File: src/rtl/i2c_qs_pkg.sv
package i2c_qs_pkg;
    typedef enum logic [2:0] {
        SL_IDLE,
        SL_ADDR,
        SL_ADDR_ACK,
        SL_RX,
        SL_RX_ACK,
        SL_TX,
        SL_TX_ACK,
        SL_IGNORE
    } sl_state_t;
endpackage

File: src/rtl/i2c_qs_edge.sv
// Synchronises the bus lines and derives clock edges, START/STOP and bus-busy.
module i2c_qs_edge #(
    parameter int SYNC_STAGES = 2
) (
    input  logic clk,
    input  logic rst_n,
    input  logic scl_i,
    input  logic sda_i,
    output logic scl_lvl,
    output logic sda_lvl,
    output logic scl_rise,
    output logic scl_fall,
    output logic start_evt,
    output logic stop_evt,
    output logic bus_busy
);
    logic [SYNC_STAGES:0] scl_pipe;
    logic [SYNC_STAGES:0] sda_pipe;
    logic                 scl_prev;
    logic                 sda_prev;

    always_ff @(posedge clk or negedge rst_n) begin
        if (!rst_n) begin
            scl_pipe <= '1;
            sda_pipe <= '1;
        end else begin
            scl_pipe <= {scl_pipe[SYNC_STAGES-1:0], scl_i};
            sda_pipe <= {sda_pipe[SYNC_STAGES-1:0], sda_i};
        end
    end

    assign scl_lvl  = scl_pipe[SYNC_STAGES-1];
    assign sda_lvl  = sda_pipe[SYNC_STAGES-1];
    assign scl_prev = scl_pipe[SYNC_STAGES];
    assign sda_prev = sda_pipe[SYNC_STAGES];

    assign scl_rise  = scl_lvl & ~scl_prev;
    assign scl_fall  = ~scl_lvl & scl_prev;
    assign start_evt = scl_lvl & scl_prev & sda_prev & ~sda_lvl;
    assign stop_evt  = scl_lvl & scl_prev & ~sda_prev & sda_lvl;

    always_ff @(posedge clk or negedge rst_n) begin
        if (!rst_n)         bus_busy <= 1'b0;
        else if (start_evt) bus_busy <= 1'b1;
        else if (stop_evt)  bus_busy <= 1'b0;
    end
endmodule

File: src/rtl/i2c_qs_idbank.sv
// Identity registers with deferred writes and a priority comparator.
module i2c_qs_idbank #(
    parameter int N_ID  = 4,
    parameter int IDX_W = $clog2(N_ID)
) (
    input  logic              clk,
    input  logic              rst_n,
    input  logic              bus_busy,
    input  logic              wr_en,
    input  logic [IDX_W-1:0]  wr_idx,
    input  logic [7:0]        wr_data,
    input  logic [7:0]        addr_byte,
    output logic              hit,
    output logic [IDX_W-1:0]  hit_idx,
    output logic [N_ID*8-1:0] ids_flat
);
    logic [N_ID-1:0] hit_vec;

    for (genvar g = 0; g < N_ID; g++) begin : g_slot
        logic [7:0] id_q;
        logic [7:0] pend_d;
        logic       pend_v;

        always_ff @(posedge clk or negedge rst_n) begin
            if (!rst_n) begin
                id_q   <= 8'h00;
                pend_d <= 8'h00;
                pend_v <= 1'b0;
            end else if (wr_en && wr_idx == IDX_W'(g)) begin
                if (bus_busy) begin
                    pend_d <= wr_data;
                    pend_v <= 1'b1;
                end else begin
                    id_q   <= wr_data;
                    pend_v <= 1'b0;
                end
            end else if (pend_v && !bus_busy) begin
                id_q   <= pend_d;
                pend_v <= 1'b0;
            end
        end

        assign hit_vec[g]         = (id_q[7:1] == addr_byte[7:1]);
        assign ids_flat[g*8 +: 8] = id_q;
    end

    always_comb begin
        hit_idx = '0;
        for (int i = N_ID - 1; i >= 0; i--) begin
            if (hit_vec[i]) hit_idx = IDX_W'(i);
        end
    end

    assign hit = |hit_vec;
endmodule

File: src/rtl/i2c_quad_slave.sv
module i2c_quad_slave
    import i2c_qs_pkg::*;
#(
    parameter int N_ID        = 4,
    parameter int SYNC_STAGES = 2,
    localparam int IDX_W      = $clog2(N_ID)
) (
    input  logic             clk,
    input  logic             rst_n,
    input  logic             scl_i,
    input  logic             sda_i,
    output logic             sda_oe,
    input  logic             id_wr_en,
    input  logic [IDX_W-1:0] id_wr_idx,
    input  logic [7:0]       id_wr_data,
    input  logic [7:0]       tx_data,
    output logic             match,
    output logic [IDX_W-1:0] match_idx,
    output logic [7:0]       rx_data,
    output logic             rx_valid
);
    localparam int BYTE_BITS = 8;
    localparam int CNT_W     = $clog2(BYTE_BITS + 1);
    localparam logic [CNT_W-1:0] LAST_BIT = CNT_W'(BYTE_BITS);

    logic scl_lvl, sda_lvl, scl_rise, scl_fall, start_evt, stop_evt, bus_busy;
    logic hit;
    logic [IDX_W-1:0]  hit_idx;
    logic [N_ID*8-1:0] ids_flat;

    sl_state_t        state, state_nx;
    logic [CNT_W-1:0] cnt;
    logic [7:0]       shreg;
    logic [7:0]       txsr;
    logic             dir_q;
    logic             nack_q;
    logic             byte_done;

    i2c_qs_edge #(.SYNC_STAGES(SYNC_STAGES)) u_edge (
        .clk(clk), .rst_n(rst_n), .scl_i(scl_i), .sda_i(sda_i),
        .scl_lvl(scl_lvl), .sda_lvl(sda_lvl), .scl_rise(scl_rise),
        .scl_fall(scl_fall), .start_evt(start_evt), .stop_evt(stop_evt),
        .bus_busy(bus_busy)
    );

    i2c_qs_idbank #(.N_ID(N_ID), .IDX_W(IDX_W)) u_ids (
        .clk(clk), .rst_n(rst_n), .bus_busy(bus_busy),
        .wr_en(id_wr_en), .wr_idx(id_wr_idx), .wr_data(id_wr_data),
        .addr_byte(shreg), .hit(hit), .hit_idx(hit_idx), .ids_flat(ids_flat)
    );

    assign byte_done = scl_fall && (cnt == LAST_BIT);

    // next-state logic
    always_comb begin
        state_nx = state;
        if (start_evt) begin
            state_nx = SL_ADDR;
        end else if (stop_evt) begin
            state_nx = SL_IDLE;
        end else begin
            unique case (state)
                SL_IDLE, SL_IGNORE: state_nx = state;
                SL_ADDR:     if (byte_done) state_nx = hit ? SL_ADDR_ACK : SL_IGNORE;
                SL_ADDR_ACK: if (scl_fall)  state_nx = dir_q ? SL_TX : SL_RX;
                SL_RX:       if (byte_done) state_nx = SL_RX_ACK;
                SL_RX_ACK:   if (scl_fall)  state_nx = SL_RX;
                SL_TX:       if (byte_done) state_nx = SL_TX_ACK;
                SL_TX_ACK:   if (scl_fall)  state_nx = nack_q ? SL_IDLE : SL_TX;
                default:     state_nx = SL_IDLE;
            endcase
        end
    end

    // state register
    always_ff @(posedge clk or negedge rst_n) begin
        if (!rst_n) state <= SL_IDLE;
        else        state <= state_nx;
    end

    // outputs and datapath
    always_ff @(posedge clk or negedge rst_n) begin
        if (!rst_n) begin
            cnt       <= '0;
            shreg     <= 8'h00;
            txsr      <= 8'h00;
            dir_q     <= 1'b0;
            nack_q    <= 1'b0;
            sda_oe    <= 1'b0;
            match     <= 1'b0;
            match_idx <= '0;
            rx_data   <= 8'h00;
            rx_valid  <= 1'b0;
        end else begin
            rx_valid <= 1'b0;
            if (start_evt) begin
                cnt    <= '0;
                sda_oe <= 1'b0;
                match  <= 1'b0;
            end else if (stop_evt) begin
                sda_oe <= 1'b0;
                match  <= 1'b0;
            end else begin
                unique case (state)
                    SL_ADDR, SL_RX: begin
                        if (scl_rise && cnt < LAST_BIT) begin
                            shreg <= {shreg[6:0], sda_lvl};
                            cnt   <= cnt + 1'b1;
                        end
                        if (byte_done) begin
                            if (state == SL_RX) begin
                                rx_data  <= shreg;
                                rx_valid <= 1'b1;
                                sda_oe   <= 1'b1;
                            end else if (hit) begin
                                sda_oe    <= 1'b1;
                                match     <= 1'b1;
                                match_idx <= hit_idx;
                                dir_q     <= shreg[0];
                            end
                        end
                    end
                    SL_ADDR_ACK: begin
                        if (scl_fall) begin
                            cnt <= '0;
                            if (dir_q) begin
                                txsr   <= tx_data;
                                sda_oe <= ~tx_data[7];
                            end else begin
                                sda_oe <= 1'b0;
                            end
                        end
                    end
                    SL_RX_ACK: begin
                        if (scl_fall) begin
                            sda_oe <= 1'b0;
                            cnt    <= '0;
                        end
                    end
                    SL_TX: begin
                        if (scl_rise && cnt < LAST_BIT) cnt <= cnt + 1'b1;
                        if (scl_fall) begin
                            if (cnt == LAST_BIT) begin
                                sda_oe <= 1'b0;
                            end else if (cnt != '0) begin
                                txsr   <= {txsr[6:0], 1'b0};
                                sda_oe <= ~txsr[6];
                            end
                        end
                    end
                    SL_TX_ACK: begin
                        if (scl_rise) nack_q <= sda_lvl;
                        if (scl_fall) begin
                            if (nack_q) begin
                                match <= 1'b0;
                            end else begin
                                txsr   <= tx_data;
                                sda_oe <= ~tx_data[7];
                                cnt    <= '0;
                            end
                        end
                    end
                    SL_IDLE, SL_IGNORE: ;
                    default: ;
                endcase
            end
        end
    end
endmodule

File: config.mk
export PLATFORM = sky130hd
export DESIGN_NAME = i2c_quad_slave
export DESIGN_NICKNAME = d
export VERILOG_FILES = /design/src/rtl/i2c_qs_pkg.sv /design/src/rtl/i2c_qs_edge.sv /design/src/rtl/i2c_qs_idbank.sv /design/src/rtl/i2c_quad_slave.sv
export SDC_FILE = /design/constraint.sdc
export NUM_CORES = 1
export LEC_CHECK = 0
export CORE_MARGIN = 2
export CORE_UTILIZATION = 25
export DETAILED_ROUTE_END_ITERATION = 12
export GPL_TIMING_DRIVEN = 0
export PLACE_DENSITY_LB_ADDON = 0.12
export SYNTH_ARGS = -nofsm -noshare
export SYNTH_HDL_FRONTEND = slang
export SYNTH_SLANG_ARGS = --single-unit
export TNS_END_PERCENT = 100
File: constraint.sdc
create_clock -name clk -period 3.5 [get_ports clk]
set_input_delay 0.7 -clock clk [delete_from_list [all_inputs] [get_ports clk]]
set_output_delay 0.7 -clock clk [all_outputs]
set_load 0.03 [all_outputs]
==> impl_metrics.env <==
export IMPL_synth_adder_area_share=0.00507
export IMPL_placement_rows=51
export IMPL_routabilityCongestion=0.791
export IMPL_globalRouteOverflowTotal=0
export IMPL_pin_count_of_the_biggest_net_entering_global_routing=62
export IMPL_synth_compound_area_share=0.136
export IMPL_worstSkewPairLatency_ns=0.35
export IMPL_path_cells="clkdlybuf4s50_1, nor3b_1, buf_2, and2_1, buf_2, mux2_2"
export IMPL_synth_async_sr_flop_share=1.00
export IMPL_crit_slowest_cell="sky130_fd_sc_hd__clkdlybuf4s50_1"
export IMPL_synth_edff_count=0
export IMPL_synth_xor_xnor_area_share=0.0532
export IMPL_muxShareOfSynthArea=0.118
export IMPL_power_density_mw_per_mm2=648
export IMPL_post_drt_via_cell_ratio=4.47
export IMPL_ys_top_cells_by_area="sky130_fd_sc_hd__dfrtp_1, sky130_fd_sc_hd__mux2_2, sky130_fd_sc_hd__a22oi_1"
export IMPL_sequential_share_of_the_synthesized_area=0.529
export IMPL_outcome="complete, no violations"
export IMPL_clock_sinks=104
export IMPL_timing_hold_violations_final=0
export IMPL_synth_fp_nets=473
export IMPL_multi_input_comb_area_mm2=0.00215
export IMPL_finalSetupViolations=0
export IMPL_drt_initial_drc_count=241
export IMPL_chipHeight_um=145
export IMPL_syn_mean_instance_area_um2=11.0
export IMPL_critPathRequiredTime_ns=3.74
export IMPL_start_util=0.255
export IMPL_first_pass_grt_wire_length_mm=19.0
export IMPL_area_sequential_mm2=0.00261
export IMPL_final_core_utilization=0.304
export IMPL_die_width_um=145
export IMPL_dp_hpwl_mm=8.60
export IMPL_relSlewSlack=0.577
export IMPL_postCtsSetupRepairBufs=0
export IMPL_crit_type="input port to flip-flop"
export IMPL_critPathLaunch="id_wr_en"
export IMPL_yosysTopAreaCell="sky130_fd_sc_hd__dfrtp_1"
export IMPL_min_period_ns=2.36
export IMPL_pin_count=36
export IMPL_design_power_total_w=0.00383
export IMPL_hold_buffers=0
export IMPL_worst_path_dominant_cell_family="buffers and inverters"
export IMPL_clock_fmax_mhz=424
export IMPL_die_area_mm2=0.0209
export IMPL_finClkSkew_ns=0.00668
export IMPL_clk_transition_reported_paths_ns=0.07
export IMPL_synth_cells=448
export IMPL_globalRouteTotalUtil=0.122
export IMPL_mappedNetlistArea_mm2=0.00494
export IMPL_route_final_wire_length_mm=11.8
export IMPL_finalMaxSlewViolations=0
export IMPL_drc=0
export IMPL_drt_pass1_iterations=4
export IMPL_ys_warnings_count=0
export IMPL_critPathCaptureType="flip-flop"
export IMPL_ys_ff_latch=104
export IMPL_clockBufferDepth=2
export IMPL_cts_inserted_buffers=9
export IMPL_worst_path_buf_inv=3
export IMPL_clock_root_buffer="sky130_fd_sc_hd__clkbuf_16"
export IMPL_path_common_cell="sky130_fd_sc_hd__buf_2"
export IMPL_htree_num_levels=3
export IMPL_postRouteAntennaNets=0
export IMPL_layout_cells_most_common_list="sky130_fd_sc_hd__dfrtp_1, sky130_fd_sc_hd__nand2_1, sky130_fd_sc_hd__mux2_2"
export IMPL_grt_antenna_before_repair=0
export IMPL_drt_wirelength_per_cell_um=15.5
export IMPL_worst_r2r_startpoint="cnt[0]"
export IMPL_layout_filler_cells=2025
export IMPL_stdcell_area_mm2=0.00591
export IMPL_largest_family_of_logic_cells_by_synthesized_area="compound AO/OA/AOI/OAI gates"
export IMPL_postPlaceCellArea_mm2=0.00564
export IMPL_portBuffers=34
export IMPL_post_cts_gate_resize_count=0
export IMPL_cts_tree="yes"
export IMPL_core_area_mm2=0.0194
export IMPL_dominantRegCellSynth="sky130_fd_sc_hd__dfrtp_1"
export IMPL_finalNetCount=519
export IMPL_critical_path_max_stage_delay_ns=0.51
export IMPL_critical_path_startpoint_type="input port"
export IMPL_dr_total_vias=3405
export IMPL_vias_in_the_first_global_route=3379
export IMPL_post_synth_and_or_nand_nor_area_fraction=0.123
export IMPL_arrival_ns=2.60
export IMPL_antenna_diode_count=0
export IMPL_crit_fanout=10
export IMPL_finalSetupTns_ns=0
export IMPL_area_fraction_of_the_dominant_cell_type_after_synthesis=0.497
export IMPL_worstHoldPathType="input port to asynchronous set/reset pin"
export IMPL_rsz_0062_raised_after_global_routing="false"
export IMPL_mostFrequentLayoutCell="sky130_fd_sc_hd__dfrtp_1"
export IMPL_p_leak_nw=2.49
export IMPL_min_period_over_period=0.675
export IMPL_finalHoldWorstSlack_ns=0.362
export IMPL_vdd_ir_drop_worst_uv=247
export IMPL_ys_types=45
export IMPL_reported_max_cap_violation_count=0
export IMPL_share_of_layout_cells_above_drive_strength_1=0.196
export IMPL_flow_area_growth_from_synthesis_pct=19.6
export IMPL_tightest_slew_ns=0.635
## report_power, final
part	leakage, nW	switching [W]	internal [W]
sequential	1.32	0.000182	0.00148
combinational	1.04	0.000668	0.000557
clock	0.134	0.000429	0.000512
## metal layers
metal	wire length, um	vias to the layer above	track usage
li1	-	1673	-
met1	5760	1675	0.164
met2	5510	46	0.195
met3	339	11	0.0235
met4	184	0	0.0429
met5	0	-	0
## registers in the layout, indices dropped and copies added, names as in the netlist
signal	flops
cnt	4
dir_q	1
match	1
match_idx	2
nack_q	1
rx_data	8
rx_valid	1
sda_oe	1
shreg	8
state	3
txsr	7
u_edge.bus_busy	1
u_edge.scl_pipe	3
u_edge.sda_pipe	3
u_ids.g_slot.id_q	28
u_ids.g_slot.pend_d	28
u_ids.g_slot.pend_v	4
## worst register-to-register path, delay by kind of cell (launching register included)
kind          cells  cell delay [ns]
fa+ha+maj         1             0.13
buf+inv           1             0.07
flops             1             0.42
mux               1             0.31
simple gates      4             1.02
## worst paths after layout
path	endpoint	cells after the start	slack [ns]
max reg2reg	dir_q	7	1.43
min reg2reg	u_edge.scl_pipe[1]	0	0.36
min	rx_valid	1	0.36
max	u_ids.g_slot[0].pend_d[6]	6	1.14
max in group asynchronous	u_ids.g_slot[3].id_q[2]	2	2.41
min in group clk	u_edge.scl_pipe[1]	0	0.36
## cell families after synthesis
family,after synthesis
adders and majority gates,2
AOI/OAI and AO/OA,107
buffers and inverters,33
DFF,104
xor gates and xnor gates,30
and+or+nand+nor,120
muxes,52
## Yosys cell counts, types with 9 or more instances
cell type                   n
sky130_fd_sc_hd__mux2_2    45
sky130_fd_sc_hd__clkbuf_1  10
sky130_fd_sc_hd__nand2_1   48
sky130_fd_sc_hd__a22oi_1   28
sky130_fd_sc_hd__nor2_1    26
sky130_fd_sc_hd__a21oi_1   16
sky130_fd_sc_hd__nor2b_1   12
sky130_fd_sc_hd__dfrtp_1   98
sky130_fd_sc_hd__xnor2_1   17
sky130_fd_sc_hd__buf_2      9
sky130_fd_sc_hd__o21ai_0   39
sky130_fd_sc_hd__xor2_1    13
## through the flow
step,setup WS [ns],std cells
after floorplan,1.63,448
after global placement,-2.51,747
after detailed placement,0.757,748
after CTS,1.13,761
after global routing,0.976,761
final,1.14,761
## layout make-up
| type | instances | area share |
|---|---|---|
| tap | 265 | 0.0561 |
| sequential | 104 | 0.442 |
| timing repair buffer | 35 | 0.0619 |
| clock inverter | 2 | 0.00297 |
| clock buffer | 11 | 0.0428 |
| buffer | 27 | 0.0267 |
| inverter | 6 | 0.00381 |
| multi-input combinational | 311 | 0.364 |
Power figures use the tool's default switching activity.
